<file path="src/rtl/rsp_ser_pkg.sv">
package rsp_ser_pkg;
  typedef enum logic [1:0] {
    CMD_READ  = 2'd0,
    CMD_WRITE = 2'd1,
    CMD_SC    = 2'd2,
    CMD_CAS   = 2'd3
  } rsp_cmd_e;

  typedef enum logic [1:0] {
    ST_IDLE = 2'd0,
    ST_HDR  = 2'd1,
    ST_HELD = 2'd2,
    ST_PASS = 2'd3
  } ser_state_e;
endpackage

</file>
<file path="src/rtl/rsp_len_classify.sv">
module rsp_len_classify #(
  parameter int DATA_W = 32
) (
  input  logic [1:0]        cmd_i,
  input  logic              eop_i,
  input  logic [DATA_W-1:0] data_i,
  output logic              compact_o
);
  import rsp_ser_pkg::*;

  logic no_payload;

  always_comb begin
    unique case (rsp_cmd_e'(cmd_i))
      CMD_WRITE: no_payload = 1'b1;
      default:   no_payload = (data_i == '0);
    endcase
    compact_o = eop_i && no_payload;
  end
endmodule

</file>
<file path="src/rtl/rsp_hdr_pack.sv">
module rsp_hdr_pack #(
  parameter int DATA_W  = 32,
  parameter int SRCID_W = 14,
  parameter int TRD_W   = 4,
  parameter int PKT_W   = 4
) (
  input  logic               err_i,
  input  logic [PKT_W-1:0]   pktid_i,
  input  logic [TRD_W-1:0]   trdid_i,
  input  logic [SRCID_W-1:0] srcid_i,
  output logic [DATA_W-1:0]  hdr_o
);
  localparam int USED_W = 1 + PKT_W + TRD_W + SRCID_W;
  localparam int PAD_W  = DATA_W - USED_W;

  generate
    if (PAD_W > 0) begin : g_pad
      assign hdr_o = {{PAD_W{1'b0}}, srcid_i, trdid_i, pktid_i, err_i};
    end else begin : g_nopad
      assign hdr_o = {srcid_i, trdid_i, pktid_i, err_i};
    end
  endgenerate
endmodule

</file>
<file path="src/rtl/rsp_flit_serializer.sv">
module rsp_flit_serializer #(
  parameter int DATA_W  = 32,
  parameter int SRCID_W = 14,
  parameter int TRD_W   = 4,
  parameter int PKT_W   = 4,
  localparam int FLIT_W = DATA_W + 1
) (
  input  logic               clk_i,
  input  logic               rst_ni,
  input  logic               in_valid_i,
  output logic               in_ready_o,
  input  logic               in_eop_i,
  input  logic [1:0]         in_cmd_i,
  input  logic               in_err_i,
  input  logic [SRCID_W-1:0] in_srcid_i,
  input  logic [TRD_W-1:0]   in_trdid_i,
  input  logic [PKT_W-1:0]   in_pktid_i,
  input  logic [DATA_W-1:0]  in_data_i,
  output logic               out_valid_o,
  input  logic               out_ready_i,
  output logic [FLIT_W-1:0]  out_flit_o
);
  import rsp_ser_pkg::*;

  ser_state_e         st_q, st_d;
  logic               h_eop_q, h_err_q;
  logic [1:0]         h_cmd_q;
  logic [SRCID_W-1:0] h_srcid_q;
  logic [TRD_W-1:0]   h_trdid_q;
  logic [PKT_W-1:0]   h_pktid_q;
  logic [DATA_W-1:0]  h_data_q;
  logic               load;
  logic               compact;
  logic [DATA_W-1:0]  hdr;

  rsp_len_classify #(.DATA_W(DATA_W)) i_classify (
    .cmd_i     (h_cmd_q),
    .eop_i     (h_eop_q),
    .data_i    (h_data_q),
    .compact_o (compact)
  );

  rsp_hdr_pack #(
    .DATA_W (DATA_W), .SRCID_W(SRCID_W), .TRD_W(TRD_W), .PKT_W(PKT_W)
  ) i_hdr (
    .err_i   (h_err_q),
    .pktid_i (h_pktid_q),
    .trdid_i (h_trdid_q),
    .srcid_i (h_srcid_q),
    .hdr_o   (hdr)
  );

  always_comb begin
    st_d        = st_q;
    in_ready_o  = 1'b0;
    out_valid_o = 1'b0;
    out_flit_o  = '0;
    load        = 1'b0;
    unique case (st_q)
      ST_IDLE: begin
        in_ready_o = 1'b1;
        if (in_valid_i) begin
          load = 1'b1;
          st_d = ST_HDR;
        end
      end
      ST_HDR: begin
        out_valid_o = 1'b1;
        out_flit_o  = {compact, hdr};
        if (out_ready_i) st_d = compact ? ST_IDLE : ST_HELD;
      end
      ST_HELD: begin
        out_valid_o = 1'b1;
        out_flit_o  = {h_eop_q, h_data_q};
        if (out_ready_i) st_d = h_eop_q ? ST_IDLE : ST_PASS;
      end
      ST_PASS: begin
        // remaining words stream straight through
        out_valid_o = in_valid_i;
        in_ready_o  = out_ready_i;
        out_flit_o  = {in_eop_i, in_data_i};
        if (in_valid_i && out_ready_i && in_eop_i) st_d = ST_IDLE;
      end
      default: st_d = ST_IDLE;
    endcase
  end

  always_ff @(posedge clk_i or negedge rst_ni) begin
    if (!rst_ni) begin
      st_q      <= ST_IDLE;
      h_eop_q   <= 1'b0;
      h_err_q   <= 1'b0;
      h_cmd_q   <= 2'd0;
      h_srcid_q <= '0;
      h_trdid_q <= '0;
      h_pktid_q <= '0;
      h_data_q  <= '0;
    end else begin
      st_q <= st_d;
      if (load) begin
        h_eop_q   <= in_eop_i;
        h_err_q   <= in_err_i;
        h_cmd_q   <= in_cmd_i;
        h_srcid_q <= in_srcid_i;
        h_trdid_q <= in_trdid_i;
        h_pktid_q <= in_pktid_i;
        h_data_q  <= in_data_i;
      end
    end
  end
endmodule

</file>
<file path="config.mk">
export PLATFORM = sky130hd
export DESIGN_NAME = rsp_flit_serializer
export DESIGN_NICKNAME = d
export VERILOG_FILES = /design/src/rtl/rsp_ser_pkg.sv /design/src/rtl/rsp_len_classify.sv /design/src/rtl/rsp_hdr_pack.sv /design/src/rtl/rsp_flit_serializer.sv
export SDC_FILE = /design/constraint.sdc
export NUM_CORES = 1
export LEC_CHECK = 0
export ABC_AREA = 0
export CAP_MARGIN = 25
export CELL_PAD_IN_SITES_DETAIL_PLACEMENT = 1
export CELL_PAD_IN_SITES_GLOBAL_PLACEMENT = 1
export CORE_ASPECT_RATIO = 1.2
export CORE_MARGIN = 2
export CORE_UTILIZATION = 49
export DETAILED_ROUTE_END_ITERATION = 8
export DONT_BUFFER_PORTS = 1
export HOLD_SLACK_MARGIN = 0.06
export PLACE_DENSITY = 0.83
export SETUP_SLACK_MARGIN = 0.1
export SLEW_MARGIN = 5
export SYNTH_ARGS = -nofsm -noshare
export SYNTH_HDL_FRONTEND = slang
export SYNTH_SLANG_ARGS = --single-unit
export TNS_END_PERCENT = 20
</file>
<file path="constraint.sdc">
create_clock -name clk_i -period 2 [get_ports clk_i]
set_input_delay 0.2 -clock clk_i [delete_from_list [all_inputs] [get_ports clk_i]]
set_output_delay 0.2 -clock clk_i [all_outputs]
set_load 0.01 [all_outputs]
</file>
==> results of run 1 <==
-- cell type report --
type / instances / area share (%)
clock buffer: 10 / 3.259
clock inverter: 5 / 1.244
inverter: 3 / 0.2667
multi-input combinational: 162 / 34.84
sequential: 60 / 35.61
tap: 82 / 2.430
timing repair buffer: 88 / 22.34
-- cells in the final DEF (no fill, tap or decap), types with 2 or more instances in the layout --
master          n
buf_12          6
nor2_2          6
nor4_2          3
nand4_1         2
inv_2           3
nand2_1         2
dfrtp_2         2
ha_4            4
a21oi_1         3
mux2_1         58
nand2b_1        3
dfrtp_1        58
dlygate4sd3_1  59
nor4_1          5
a222oi_1       23
nor2_1         31
buf_4          16
a22oi_1         7
clkbuf_8       10
buf_6           4
a22oi_2         3
clkinv_2        3
-- flip-flops by register name, indices dropped and copies added (netlist names) --
| signal | count |
|---|---|
| h_data_q | 32 |
| st_q | 2 |
| h_pktid_q | 4 |
| h_eop_q | 1 |
| h_err_q | 1 |
| h_cmd_q | 2 |
| h_trdid_q | 4 |
| h_srcid_q | 14 |
-- through the flow --
stage / setup slack (ns) / total power, mW / instances / hold WS [ns] / utilization, %
detailed placement: 0.2765 / 4.959 / 319 / -0.09446 / 52.06
finish: -0.1822 / 7.294 / 410 / 0.1858 / 71.16
floorplan: 0.3534 / 4.210 / 246 / -0.09559 / -
global route: -0.2584 / 7.598 / 410 / 0.1901 / 71.16
CTS: -0.009084 / 6.525 / 402 / 0.1637 / 68.52
global placement: 0.3651 / 4.774 / 319 / -0.09425 / 52.06
-- final timing paths --
check / end / slack [ns] / cells past startpoint
max in group asynchronous: st_q[1] / 1.32 / 2
max reg2reg: st_q[1] / 0.11 / 7
max: out_flit_o[13] / -0.18 / 6
min reg2reg: h_srcid_q[9] / 0.50 / 1
min: st_q[1] / 0.19 / 4
min in group asynchronous: h_data_q[16] / 0.42 / 2
-- per-layer routing --
| layer | vias up | track usage (%) |
|---|---|---|
| met2 | 190 | 55.50 |
| met1 | 1362 | 39.75 |
| li1 | 1092 | - |
| met4 | 0 | 13.72 |
| met5 | - | 0 |
| met3 | 46 | 10.94 |
-- logic make-up after synthesis --
| logic type | count (synthesis) |
|---|---|
| flops | 60 |
| mux | 59 |
| simple gates | 56 |
| compound gates | 43 |
| buf+inv | 24 |
| fa+ha+maj | 4 |
-- power breakdown --
group	switching [mW]	internal [mW]	leakage, nW
clock	0.501	0.595	0.0979
combinational	2.02	1.65	0.930
sequential	0.677	1.85	0.707
-- synthesized netlist by cell type, drive strengths merged --
library cell | count | share of area (%)
dfrtp | 60 | 50
mux2 | 58 | 22
nor2 | 37 | 4.7
a222oi | 23 | 7.7
buf | 14 | 2.4
a22oi | 10 | 2.5
nor4 | 8 | 1.7
clkbuf | 7 | 0.88
a21oi | 4 | 0.67
ha | 4 | 1.7
inv | 3 | 0.38
nand2 | 3 | 0.38
nand2b | 3 | 0.63
nand4 | 2 | 0.42
a2111oi | 1 | 0.93
a211oi | 1 | 0.42
a21boi | 1 | 0.25
mux2i | 1 | 0.34
nor2b | 1 | 0.21
nor3 | 1 | 0.17
o21a | 1 | 0.25
o21ba | 1 | 0.55
o31ai | 1 | 0.25
or2 | 1 | 0.21
-- timing repair --
action / CTS / global route
setup endpoints to repair: 33 / 34
pin swaps: 25 / 22
setup buffers: 8 / 7
hold buffers: 60 / 0
cloned: 0 / 1
gates resized for setup: 26 / 16
endpoints found under the hold margin: 118 / 0
-- critical path, stage by stage (launching register included) --
cell	delay (ns)
dfrtp_2	0.45
buf_6	0.14
ha_4	0.20
buf_12	0.15
a222oi_1	0.40
nor2_1	0.12
buf_4	0.17
==> impl_metrics.tcl, run 1 <==
set metrics [dict create \
    drt_first_pass_iters 5 \
    ir_drop_mv 0.8491 \
    tightest_slew_ns 0.4744 \
    die_width_microns 75.14 \
    hpwl_microns 5358 \
    yosys.area_share.adder_pct 1.682 \
    vias_per_cell 6.561 \
    gr-total-overflow 0 \
    r2r-start "st_q[1]" \
    num_rows 31 \
    core_area_sq_mm 0.005934 \
    grt_antenna_before_repair 0 \
    synthMuxAreaShare_pct 22.29 \
    final_nets 390 \
    cts_buffer_depth 2 \
    die_area_sq_mm 0.006714 \
    synth_xor_xnor_area_share_pct 0 \
    synth_top_family_by_area "multiplexers" \
    first_iter_violations 295 \
    cts_tree "yes" \
    cp_data_arrival_time_ns 1.98 \
    wl_met3_microns 1061 \
    routed_wl_microns 12230 \
    clockRootBuffer "clkbuf_8" \
    yosysSeqAreaShare_pct 50.46 \
    syn-mean-instance-area_sq_um 12.09 \
    multi_input_area_sq_mm 0.001471 \
    min_period_ns 2.182 \
    leakage_nw 1.735 \
    grt_setup_unrepaired "yes" \
    hp-class "in -> reg" \
    synth.cell_area_sq_mm 0.002975 \
    io_buffer_count 0 \
    antenna_cells 0 \
    first_global_vias 2849 \
    ioPinCount 97 \
    hold_viol 0 \
    chipHeight_microns 89.36 \
    ys_warn_count 0 \
    drc 0 \
    setup_viol 19 \
    initial_core_util_pct 50.14 \
    clock_latency_ns 0.35 \
    post_drt_wl_per_cell_microns 29.83 \
    syn_inst 246 \
    dpl-instance-area_sq_mm 0.003089 \
    critPathLaunchType "flop" \
    synth_compound_area_share_pct 13.58 \
    fillCellCount 550 \
    cts_inserted_buffers 9 \
    hp-start "in_valid_i" \
    place.gp.congestion 0.7536 \
    yosys_register_bits 60 \
    yosys.area_share.simple_pct 8.368 \
    violations "setup timing" \
    max_cap_viol_count 0 \
    fin_area_sq_mm 0.004223 \
    vias 2690 \
    required_ns 1.80 \
    grt_first_pass_wirelength_microns 15930 \
    fin_crit_sh_pct 109.1 \
    setup_tns_ns -1.180 \
    path_clk_slew_ns 0.06 \
    slew_viol_final 0 \
    area.growth.synth_to_final_pct 41.93 \
    syn-num-nets 312 \
    ys_types 27 \
    drive_above_1_share_pct 21.34 \
    critPathKind "reg -> out" \
    grt_max_degree 61 \
    fin_ws_ns -0.1822 \
    wl_met2_microns 6335 \
    cts.sinks 60 \
    highest_layer "met4" \
    clock.fmax_mhz 458.3 \
    critPathCaptureType "output port" \
    ant_nets 0 \
    grt_util_all_layers_pct 33.40 \
    max_slew_margin_pct 68.30 \
    m1WireLength_microns 4375 \
    regArea_sq_mm 0.001504 \
    path_max_fanout 7 \
    fin_worst_skew_ns 0.008757 \
    htree_num_levels 3 \
    crit_start "st_q[1]" \
    status "complete, but fails checks" \
    pwr_density_cell_mw_per_mm2 1727 \
]
Power figures use the tool's default switching activity.
==> run 2: changes to the inputs <==
--- a/config.mk
+++ b/config.mk
@@ -21,4 +21,4 @@
 export SYNTH_ARGS = -nofsm -noshare
 export SYNTH_HDL_FRONTEND = slang
 export SYNTH_SLANG_ARGS = --single-unit
-export TNS_END_PERCENT = 20
+export TNS_END_PERCENT = 30
==> impl_metrics.tcl, run 2 (same netlist as run 1, synthesis figures left out) <==
set metrics [dict create \
    htree_num_levels 3 \
    io_buffer_count 0 \
    critPathCaptureType "output port" \
    chipHeight_microns 89.36 \
    die_area_sq_mm 0.006714 \
    cts_buffer_depth 2 \
    crit_slowest_cell "dfrtp_2" \
    pre_cts_ws_ns 0.2765 \
    internal_power_mw 4.095 \
    first_global_vias 2848 \
    power_frac_clock_pct 15.3 \
    clock.fmax_mhz 468.8 \
    hp-start "in_valid_i" \
    seq_power_share_pct 34.4 \
    num_rows 31 \
    multi_input_area_sq_mm 0.001476 \
    clock_latency_ns 0.36 \
    area.growth.synth_to_final_pct 42.09 \
    routed_wl_microns 12280 \
    fin_ws_ns -0.1329 \
    p_switching_mw 3.215 \
    min_to "st_q[1]" \
    core_area_sq_mm 0.005934 \
    critPathMaxStageDelay_ns 0.47 \
    drt_first_pass_iters 6 \
    fin_crit_sh_pct 106.6 \
    leakage_nw 1.736 \
    critPathKind "reg -> out" \
    hold_viol 0 \
    grt_antenna_before_repair 0 \
    reg.largest.list "h_data_q: 32 flops, h_srcid_q: 14 flops" \
    critPathLaunchType "flop" \
    path_max_fanout 7 \
    fin_worst_skew_ns 0.01014 \
    vias_per_cell 6.585 \
    top_register "h_data_q" \
    rr_worst_depth 7 \
    slew_viol_final 0 \
    reg2reg_slack_ns 0.05 \
    ir_drop_mv 0.8782 \
    path_cells "inv_2, ha_4, buf_12, buf_4, a222oi_1, nor2_1" \
    antenna_cells 0 \
    pwr_density_cell_mw_per_mm2 1729 \
    grt_setup_unrepaired "yes" \
    final_nets 390 \
    r2r_end "st_q[1]" \
    min_period_ns 2.133 \
    vias 2700 \
    cts_inserted_buffers 9 \
    grt_max_degree 61 \
    drive_above_1_share_pct 21.65 \
    regArea_sq_mm 0.001504 \
    clockRootBuffer "clkbuf_8" \
    ioPinCount 97 \
    hp-class "in -> reg" \
    grt_first_pass_wirelength_microns 15930 \
    drc 0 \
    die_width_microns 75.14 \
    hpwl_microns 5358 \
    violations "setup timing" \
    swShare_pct 43.98 \
    post_drt_wl_per_cell_microns 29.96 \
    cts_tree "yes" \
    mostFrequentLayoutCell "dlygate4sd3_1" \
    hold_path_depth 4 \
    max_slew_margin_pct 69.82 \
    whs_ns 0.1941 \
    p_comb_share_pct 50.4 \
    required_ns 1.80 \
    first_iter_violations 367 \
    tightest_slew_ns 0.4517 \
    r2r-start "st_q[0]" \
    cts.sinks 60 \
    grt_util_all_layers_pct 33.40 \
    initial_core_util_pct 50.14 \
    mostFrequentLayoutCells "59 x dlygate4sd3_1, 58 x mux2_1, 58 x dfrtp_1" \
    fillCellCount 553 \
    status "complete, but fails checks" \
    ant_nets 0 \
    setup_viol 22 \
    path_clk_slew_ns 0.07 \
    gr-total-overflow 0 \
    largest_reg_flops 32 \
    place.gp.congestion 0.7536 \
    cp_data_arrival_time_ns 1.93 \
    max_cap_viol_count 0 \
]
==> run 2: cell counts in the layout (fill, tap and decap cells not counted) <==
Identical to the previous run, type by type.
==> run 2: worst max-delay path, delay by kind of cell (launching register included) <==
kind,cells,cell delay (ns)
DFF,1,0.47
buffers and inverters,3,0.40
AOI/OAI and AO/OA,1,0.33
and+or+nand+nor,1,0.14
adders and majority gates,1,0.22
==> run 2: worst max path at each step <==
stage                     slack (ns)     from  depth (start not counted)        endpoint
final                          -0.13  st_q[0]                          6   out_flit_o[5]
after global routing           -0.23  st_q[0]                          6   out_flit_o[3]
after CTS                     -0.009  st_q[0]                          5   out_flit_o[9]
after detailed placement        0.28  st_q[1]                          6  out_flit_o[13]
after global placement          0.37  st_q[0]                          6         st_q[1]
after floorplan                 0.35  st_q[0]                          6         st_q[1]
==> run 2: repair_timing <==
item / CTS / global route
hold endpoints to repair: 118 / 0
hold buffers: 60 / 0
setup endpoints to repair: 33 / 34
buffers inserted: 8 / 7
resized for setup: 26 / 17
pin swaps: 25 / 21
gates cloned: 0 / 1
==> run 2: layout make-up <==
cell class	count	area share, %
Sequential cell	60	35.57
Multi-Input combinational cell	162	34.92
Timing Repair Buffer	88	22.31
Clock buffer	10	3.255
Tap cell	82	2.427
Clock inverter	5	1.243
Inverter	3	0.2664
==> run 2: routing by layer <==
layer / up-vias / routed length [microns] / track usage, % / part of all wire, %
met5: - / 0 / 0 / 0
met4: 0 / 510 / 13.72 / 4.2
met2: 175 / 6247 / 55.50 / 51
met3: 51 / 904 / 10.94 / 7.4
li1: 1088 / - / - / -
met1: 1386 / 4620 / 39.75 / 38
==> run 2: through the flow <==
step / power [mW] / cell area [sq um] / cells / setup TNS (ns) / utilization [%]
floorplan: 4.210 / 2975 / 246 / 0 / -
global placement: 4.774 / 3089 / 319 / 0 / 52.06
detailed placement: 4.959 / 3089 / 319 / 0 / 52.06
CTS: 6.525 / 4066 / 402 / -0.009084 / 68.52
global route: 7.605 / 4228 / 410 / -2.896 / 71.24
finish: 7.310 / 4228 / 410 / -1.289 / 71.24
==> run 2: power groups by stage <==
stage / Combinational [mW] / Clock [mW] / Sequential (mW)
floorplan: 2.05 / 0 / 2.16
global placement: 2.48 / 0 / 2.29
detailed placement: 2.62 / 0 / 2.34
CTS: 3.09 / 1.09 / 2.35
global route: 3.86 / 1.19 / 2.56
finish: 3.68 / 1.12 / 2.51
